File: src/rtl/adc_seq_pkg.sv
package adc_seq_pkg;
   typedef enum logic [3:0] {
      S_OFF, S_PWRUP, S_SETTLE, S_CH0, S_GAP, S_CH1,
      S_EVAL, S_SLEEP, S_DONE, S_HALT
   } seq_state_e;
endpackage

File: src/rtl/adc_seq_timer.sv
module adc_seq_timer #(
   parameter int W = 24
) (
   input  logic         clk,
   input  logic         rst_n,
   input  logic         run,
   input  logic [W-1:0] limit,
   output logic         expire
);
   logic [W-1:0] cnt_q;

   // The count restarts whenever the owning state is left or the limit is met.
   assign expire = run && ((cnt_q + W'(1)) >= limit);

   always_ff @(posedge clk or negedge rst_n) begin
      if (!rst_n)               cnt_q <= '0;
      else if (!run || expire)  cnt_q <= '0;
      else                      cnt_q <= cnt_q + W'(1);
   end
endmodule

File: src/rtl/adc_seq_debounce.sv
module adc_seq_debounce #(
   parameter int NUM_FILT = 8,
   parameter int LP_W     = 8,
   parameter int NP_W     = 16
) (
   input  logic                clk,
   input  logic                rst_n,
   input  logic                clr,
   input  logic                lp_mode,
   input  logic                eval,
   input  logic [NUM_FILT-1:0] match_vec,
   input  logic [LP_W-1:0]     lp_target,
   input  logic [NP_W-1:0]     np_target,
   output logic                sleep_after,
   output logic                hit
);
   logic [NUM_FILT-1:0] prev_q;
   logic [LP_W-1:0]     lp_q, lp_next;
   logic [NP_W-1:0]     np_q, np_next;
   logic                lp_phase_q;
   logic                any_m, same_m, keep, lp_done, np_break;

   assign any_m  = |match_vec;
   assign same_m = (match_vec == prev_q);
   assign keep   = any_m && same_m;

   // Counters saturate at their target so a steady vector reports once.
   assign lp_next = keep ? ((lp_q >= lp_target) ? lp_q : lp_q + LP_W'(1))
                         : {{(LP_W-1){1'b0}}, any_m};
   assign np_next = keep ? ((np_q >= np_target) ? np_q : np_q + NP_W'(1))
                         : {{(NP_W-1){1'b0}}, any_m};

   assign lp_done  = any_m && (lp_next >= lp_target);
   assign np_break = lp_mode && !keep;

   assign sleep_after = lp_phase_q ? !lp_done : np_break;
   assign hit = !lp_phase_q && !np_break && any_m && (np_next == np_target)
              && !(keep && (np_q == np_target));

   always_ff @(posedge clk or negedge rst_n) begin
      if (!rst_n) begin
         prev_q     <= '0;
         lp_q       <= '0;
         np_q       <= '0;
         lp_phase_q <= 1'b0;
      end else if (clr) begin
         prev_q     <= '0;
         lp_q       <= '0;
         np_q       <= '0;
         lp_phase_q <= lp_mode;
      end else if (eval) begin
         prev_q <= match_vec;
         if (lp_phase_q) begin
            lp_q <= lp_next;
            np_q <= '0;
            if (lp_done) lp_phase_q <= 1'b0;
         end else if (np_break) begin
            lp_q       <= '0;
            np_q       <= '0;
            lp_phase_q <= 1'b1;
         end else begin
            np_q <= np_next;
         end
      end
   end
endmodule

File: src/rtl/adc_scan_seq.sv
module adc_scan_seq
   import adc_seq_pkg::*;
#(
   parameter int NUM_FILT = 8,
   parameter int PWR_W    = 4,
   parameter int WAKE_W   = 24,
   parameter int LP_W     = 8,
   parameter int NP_W     = 16
) (
   input  logic                clk,
   input  logic                rst_n,
   input  logic                enable,
   input  logic                oneshot,
   input  logic                lp_mode,
   input  logic                soft_rst,
   input  logic [PWR_W-1:0]    pwrup_time,
   input  logic [WAKE_W-1:0]   wake_time,
   input  logic [LP_W-1:0]     lp_target,
   input  logic [NP_W-1:0]     np_target,
   input  logic                adc_valid,
   input  logic [NUM_FILT-1:0] match_vec,
   output logic                adc_pd,
   output logic [1:0]          chsel,
   output logic                pair_done,
   output logic                oneshot_done,
   output logic                match_pulse
);
   localparam int TIMER_W = (WAKE_W > PWR_W) ? WAKE_W : PWR_W;

   generate
      if (NUM_FILT < 1) begin : g_bad_filt
         $error("NUM_FILT must be at least 1");
      end
      if (PWR_W < 1 || WAKE_W < 1 || LP_W < 1 || NP_W < 1) begin : g_bad_width
         $error("all field widths must be at least 1");
      end
   endgenerate

   seq_state_e state_q, state_d;
   logic [TIMER_W-1:0] timer_limit;
   logic timer_run, timer_expire;
   logic go_off, eval, sleep_after, hit, hit_q;

   assign go_off      = !enable || soft_rst;
   assign timer_run   = (state_q == S_PWRUP) || (state_q == S_SLEEP);
   assign timer_limit = (state_q == S_SLEEP) ? TIMER_W'(wake_time)
                                             : TIMER_W'(pwrup_time);
   assign eval        = (state_q == S_EVAL) && !oneshot;

   adc_seq_timer #(.W(TIMER_W)) u_timer (
      .clk    (clk),
      .rst_n  (rst_n),
      .run    (timer_run),
      .limit  (timer_limit),
      .expire (timer_expire)
   );

   adc_seq_debounce #(.NUM_FILT(NUM_FILT), .LP_W(LP_W), .NP_W(NP_W)) u_deb (
      .clk         (clk),
      .rst_n       (rst_n),
      .clr         (state_q == S_OFF),
      .lp_mode     (lp_mode),
      .eval        (eval),
      .match_vec   (match_vec),
      .lp_target   (lp_target),
      .np_target   (np_target),
      .sleep_after (sleep_after),
      .hit         (hit)
   );

   always_comb begin
      state_d = state_q;
      unique case (state_q)
         S_OFF:    if (enable) state_d = S_PWRUP;
         S_PWRUP:  if (timer_expire) state_d = S_SETTLE;
         S_SETTLE: state_d = S_CH0;
         S_CH0:    if (adc_valid) state_d = S_GAP;
         S_GAP:    state_d = S_CH1;
         S_CH1:    if (adc_valid) state_d = S_EVAL;
         S_EVAL: begin
            if (oneshot)          state_d = S_DONE;
            else if (sleep_after) state_d = S_SLEEP;
            else                  state_d = S_CH0;
         end
         S_SLEEP:  if (timer_expire) state_d = S_PWRUP;
         S_DONE:   state_d = S_HALT;
         S_HALT:   state_d = S_HALT;
         default:  state_d = S_OFF;
      endcase
      if (go_off) state_d = S_OFF;
   end

   always_ff @(posedge clk or negedge rst_n) begin
      if (!rst_n) begin
         state_q <= S_OFF;
         hit_q   <= 1'b0;
      end else begin
         state_q <= state_d;
         hit_q   <= eval && hit && !go_off;
      end
   end

   assign adc_pd       = (state_q == S_OFF) || (state_q == S_SLEEP) ||
                         (state_q == S_DONE) || (state_q == S_HALT);
   assign chsel        = {state_q == S_CH1, state_q == S_CH0};
   assign pair_done    = (state_q == S_EVAL);
   assign oneshot_done = (state_q == S_DONE);
   assign match_pulse  = hit_q;
endmodule

File: config.mk
export PLATFORM = sky130hd
export DESIGN_NAME = adc_scan_seq
export DESIGN_NICKNAME = d
export VERILOG_FILES = /design/src/rtl/adc_seq_pkg.sv /design/src/rtl/adc_seq_timer.sv /design/src/rtl/adc_seq_debounce.sv /design/src/rtl/adc_scan_seq.sv
export SDC_FILE = /design/constraint.sdc
export NUM_CORES = 1
export LEC_CHECK = 0
export ABC_CLOCK_PERIOD_IN_PS = 10000
export BUFFER_PORTS_ARGS = -buffer_cell sky130_fd_sc_hd__buf_2
export CAP_MARGIN = 20
export CORE_MARGIN = 8
export CORE_UTILIZATION = 30
export CTS_CLUSTER_DIAMETER = 120
export DETAILED_ROUTE_END_ITERATION = 16
export SLEW_MARGIN = 40
export SYNTH_ARGS = -nofsm -noshare
export SYNTH_HDL_FRONTEND = slang
export SYNTH_SLANG_ARGS = --single-unit
File: constraint.sdc
create_clock -name clk -period 10 [get_ports clk]
set_input_delay 1.5 -clock clk [delete_from_list [all_inputs] [get_ports clk]]
set_output_delay 1.5 -clock clk [all_outputs]
set_load 0.01 [all_outputs]
* Yosys cells after proc, flatten, opt, wreduce, memory -nomap -nowiden
Cells that the tools add are included.
Cells by class: $add $sub $neg 3, $lt $le $gt $ge 4, eq/ne operators 17, multiplexer cells 31, reduce and logical (&&, ||, !) cells 34
Operator list (number):
- 2-to-1 mux 16 bit | 6
- 2-to-1 mux 8 bit | 8
- 2-to-1 mux 24 bit | 2
- one-hot mux 4 bit (9 select lines) | 1
- == test 16 bit | 2
- 2-to-1 mux 4 bit | 7
- adder 24 x 1 -> 24 bit, second input constant | 1
- greater-or-equal comparator 24 bit | 1
- adder 16 x 1 -> 16 bit, second input constant | 1
- == test 4 x 3 -> 1 bit, second input constant | 4
- greater-or-equal comparator 16 bit | 1
- greater-or-equal comparator 8 bit | 2
- logical AND 1 bit | 12
- != test 3 x 2 -> 1 bit, second input constant | 4
- zero test 1 bit | 9
- adder 8 x 1 -> 8 bit, second input constant | 1
- == test 4 x 2 -> 1 bit, second input constant | 2
- == test 4 bit, second input constant | 2
- == test 8 bit | 1
- OR reduction 8 bit | 1
- logical OR 1 bit | 6
- 2-to-1 mux 1 bit | 6
- AND reduction 5 bit | 1
- == test 4 x 1 -> 1 bit, second input constant | 1
- 7 further kinds | 7
Storage, ports and cells: register bits 62, input bits 67, output and inout bits 6, logic and storage cells 96

* Depth between registers and ports, before layout
depth in word-level cells 11, mapped depth 21, mapped depth without buffers 21

* Modules after synthesis
A second synthesis with hierarchy kept.
Unflattened totals: cell total of the unflattened synthesis 715, area, all modules 5968.2 um2
By module, submodules not included:
- adc_seq_debounce | times used 1, cells each 419, area each 3455.8 um2
- adc_seq_timer | times used 1, cells each 221, area each 1906.8 um2
- adc_scan_seq | times used 1, cells each 75, area each 605.6 um2

* Least setup slack after synthesis
No wires, ideal clock.
kind input to register, start point input port lp_target[0], end point register state_q[2], setup time 0.088 ns, arrival time 5.189 ns, path slack 4.723 ns, stages 20, path buffers 1, cells stage by stage ha_1 -> nand2b_1 -> a21o_1 -> a21o_1 -> a21o_1 -> a21o_1 -> a2111oi_2 -> or2_2 -> buf_2 -> mux2i_1 -> nor2_1 -> ha_1 -> a21o_1 -> a21o_1 -> a21o_1 -> a21oi_1 -> o211ai_1 -> o221a_2 -> o22ai_1 -> nor3b_1
On the way: word-level cells in the longest chain between the ends 11
RTL lines:
- from (decl) | RTL line adc_scan_seq.sv:18 | input logic [LP_W-1:0] lp_target,
- greater-or-equal comparator 8 bit | RTL line adc_seq_debounce.sv:28 | assign lp_next = keep ? ((lp_q >= lp_target) ? lp_q : lp_q + LP_W'(1))
- 2-to-1 mux 8 bit (2 in series) | RTL line adc_seq_debounce.sv:28
- greater-or-equal comparator 8 bit (*) | RTL line adc_seq_debounce.sv:33 | assign lp_done = any_m && (lp_next >= lp_target);
- logical AND 1 bit (*) | RTL line adc_seq_debounce.sv:33
- zero test 1 bit (*) | RTL line adc_seq_debounce.sv:36 | assign sleep_after = lp_phase_q ? !lp_done : np_break;
- 2-to-1 mux 1 bit (*) | RTL line adc_seq_debounce.sv:36
- 2-to-1 mux 3 bit (*) | RTL line adc_scan_seq.sv:82 | else if (sleep_after) state_d = S_SLEEP;
- 2-to-1 mux 4 bit (*) | RTL line adc_scan_seq.sv:81 | if (oneshot) state_d = S_DONE;
- one-hot mux 4 bit (9 select lines) (*) | RTL line adc_scan_seq.sv:73 | unique case (state_q)
- 2-to-1 mux 4 bit (*) | RTL line adc_scan_seq.sv:90 | if (go_off) state_d = S_OFF;
- to (signal assigned) | RTL line adc_scan_seq.sv:98 | state_q <= state_d;
- to (decl) | RTL line adc_scan_seq.sv:39 | seq_state_e state_q, state_d;
Mark *: on every way between the ends. The rest lies on a longest branch, timed or not. A chain may end at the register's enable or synchronous reset.

* Worst setup path after layout
Same ends and word-level chain as after synthesis.

==> impl_results.md <==
* Count of different cell masters after synthesis at 67
* Peak supply drop at 0.0000728 V
* X dimension of the die at about 150 um
* Switching share of total power at 0.264
* Number of buffers on the longest clock path at 2
* Layout cells sized above 1 at 0.156
* Number of nets in the synthesized netlist at 808
* Count of placed standard cells including taps at 968
* Number of global-route vias before repair at 5,097
* Maximum fanout along the worst path at 12
* Async SR Flop Fraction at 1.00
* Number of antenna violations at the first check in global routing at 1
* Setup repair after global routing missed its margin: false
* Clock skew after layout at 0.00694 ns
* Cell Rows at 50
* Final weighted congestion of routability-driven global placement at 0.865
* Beginning of the worst hold path: u_timer.cnt_q[0]
* Minimum clock period after layout at 5.60 ns
* Initial DRT Pass Iterations at 5
* Number of buffers added on ports at 72
* Internal Dissipation at 0.453 mW
* Antenna Nets Post-Route at 0
* Total wire length at 15.0 mm
* Power density over the cells at 94.8 nW/um^2
* Met2 usage in global routing at 0.214
* Area growth from synthesis to layout at 16.6%
* Final standard cell area without fillers at 6500 um^2
* Hold Slack at 0.537 ns
* Net Switching at roughly 0.16 mW
* Top cell type by total area after synthesis: dfrtp_1
* Final-report max-slew violation count at 0
* Max-slew headroom at 0.506
* Most congested layer reported by global routing: met2
* Final design utilization at 0.352
* Warnings from Yosys at 0
* Via density at 5.27
* Power Total at 0.616 mW
* Register area share after synthesis at 0.279
* Root cell of the clock tree: clkbuf_16
* Launching element of the worst setup path: lp_target[0]
* Top-level port count at 73
* Non-filler cells, final at 985
* Cell with the most instances after synthesis: nand2_1
* Tot GR Track Use at 0.131
* Required time at the endpoint of the critical path at 10.24 ns
* Number of endpoints with negative hold slack in the final report at 0
* Nets at 871
* Remaining global-route overflow at 0
* Met1 layer usage reported by global route at 0.166
* Finish-stage setup viols at 0
* Type of the worst setup path: input pin to flip-flop
* Starting density of the core at 0.302
* Prevailing post-synth register cell: dfrtp_1
* Critical Path Source Type: input pin
* Pre-CTS setup slack at roughly 4.1 ns
* Arrival @ worst endpoint at about 6 ns
* HPWL Detailed at 11.5 mm
* Starting DRC count in detailed routing at around 340
* Gate count after technology mapping at 682
* First-pass GRT wire length at 25.2 mm
* Number of hold buffers added after cts at 0
* Met3 Resource Use GR at 0.0369
* Buffers inserted by post-CTS timing repair at 0
* EDFF count, synth at 0
* Count of vias placed by the detailed router at between 5k and 6k
* Level count of the clock H-tree at 3
* DIE AREA at between 20,000 and 25,000 um^2
* Sequential fraction of design power at 0.415
* Max Clock Freq at 0.179 GHz
* Count of cells resized by post-cts repair at 0
* Share of the clock period used by the worst path at 0.560
* Cells taking the most area after synthesis: dfrtp_1 (28%), ha_1 (13%), nand2_1 (6.4%)
* Result of the run: finished clean
* Y dimension of the die at 152 um
* Leakage power at 2.88 nW
* Setup TNS at 0 ns
* Number of clock sinks seen by CTS at 62
* Worst-case setup margin in the final layout at approximately 4.4 ns
* Synth Area per Inst at ~8.2 um^2
* Power share of the combinational group at 0.106
* Clock latency reported for the late side of the worst-skew pair at between 0.3 and 0.4 ns
* Class of the tightest hold or removal check: flip-flop to flip-flop
* Area share of the largest cell type after synthesis at 0.279
* Slew at the pin closest to its max-slew limit at roughly 0.74 ns
* DRC violations left at 0
* Launch point of the worst reg-to-reg path: u_deb.lp_q[0]
* Crit path capture type: flip-flop
* Clk slew on worst S/H paths at 0.06 ns
* Number of clock buffers inserted by TritonCTS at 9
* Core area at around 18,000 um^2
* Detail-routed net length per standard cell at between 15 and 20 um
* Pin count of the biggest net entering global routing at 63
* Clock tree from TritonCTS: done
* MaxCap Viol Count at 0
* Synthesis-stage register bit count at 62
* Fraction of power consumed by the clock network at 0.480
* Post-Synthesis Cell Area at 5570 um^2
* Most used standard cells in the synthesized netlist: nand2_1 (95), dfrtp_1 (62), ha_1 (59), o21ai_0 (47), nor2_1 (39)
* Cell area after placement at between 6000 and 7000 um^2
==> layout make-up <==
cell class | instances | area [um^2]
tap | 234 | 293
inverter | 34 | 128
sequential | 62 | 1550
timing repair buffer | 78 | 409
fill | 1922 | 12000
multi-input combinational | 560 | 3830
clock inverter | 6 | 47.5
antenna | 1 | 2.50
clock buffer | 10 | 239
==> per-layer routing <==
metal | share of wire | vias up
met5 | 0.00053 | -
met1 | 0.47 | 2404
met3 | 0.062 | 16
met4 | 0.013 | 2
li1 | - | 2596
met2 | 0.45 | 175
==> cells in the final DEF, fill, tap and decap left out, drive strengths merged, types with 3 or more instances in the layout <==
cell / n
nand4: 18
a31oi: 17
ha: 59
a211oi: 6
xor2: 18
a21oi: 33
nand2b: 11
nor3b: 3
nor2: 40
o22ai: 3
o41ai: 4
nand2: 96
and3: 12
clkbuf: 10
xnor2: 35
nor4: 13
o211ai: 4
or4: 3
inv: 34
and2: 4
mux2i: 6
and4: 3
nor2b: 27
clkinvlp: 4
a21o: 16
o31ai: 6
a32o: 3
dfrtp: 62
nor3: 13
o21ai: 49
nand3: 24
buf: 78
==> power groups by stage <==
stage	clock (mW)	combinational (mW)	sequential, mW
after CTS	0.308	0.0657	0.255
final	0.295	0.0650	0.256
after detailed placement	0	0.0653	0.260
after floorplan	0	0.0341	0.258
after global placement	0	0.0646	0.260
after global routing	0.320	0.0736	0.256
==> worst max-delay path, cell delays in order <==
cell and delay (ns):
buf_2 0.11, ha_1 0.27, nand2b_1 0.14, a21o_1 0.17
a21o_1 0.17, a21o_1 0.17, a21o_1 0.18, a2111oi_2 0.59
or2_2 0.37, xnor2_1 0.14, o21ai_0 0.10, ha_1 0.28
nand2b_1 0.14, a21o_1 0.17, a21o_1 0.17, a21o_1 0.17
a21oi_1 0.21, o211ai_1 0.18, o221a_2 0.29, o22ai_1 0.11
nor3b_1 0.20
==> state kept, by name (all words and copies together) (netlist names) <==
signal and count:
u_deb.lp_q 8, u_timer.cnt_q 24, u_deb.np_q 16, match_pulse 1, u_deb.lp_phase_q 1, state_q 4, u_deb.prev_q 8
==> logic make-up (layout without fill, tap and decap cells) <==
family | after synthesis | count (layout) | share of synthesized area
simple gates | 274 | 274 | 0.253
compound gates | 167 | 167 | 0.195
fa+ha+maj | 59 | 59 | 0.133
other cells | 0 | 1 | 0
buf+inv | 60 | 128 | 0.0434
flops | 62 | 62 | 0.279
xor+xnor | 53 | 53 | 0.0847
mux | 7 | 7 | 0.0128
==> worst paths after layout <==
check                               endpoint  slack, ns  depth (start not counted)
max                               state_q[2]       4.40                         21
min                         u_timer.cnt_q[0]       0.54                          1
max reg2reg                       state_q[2]       5.16                         21
min reg2reg                 u_timer.cnt_q[0]       0.54                          1
max in group asynchronous     u_deb.np_q[11]       8.30                          2
min in group asynchronous  u_timer.cnt_q[20]       1.24                          2
Note: power is estimated with default switching activity, not from simulation.
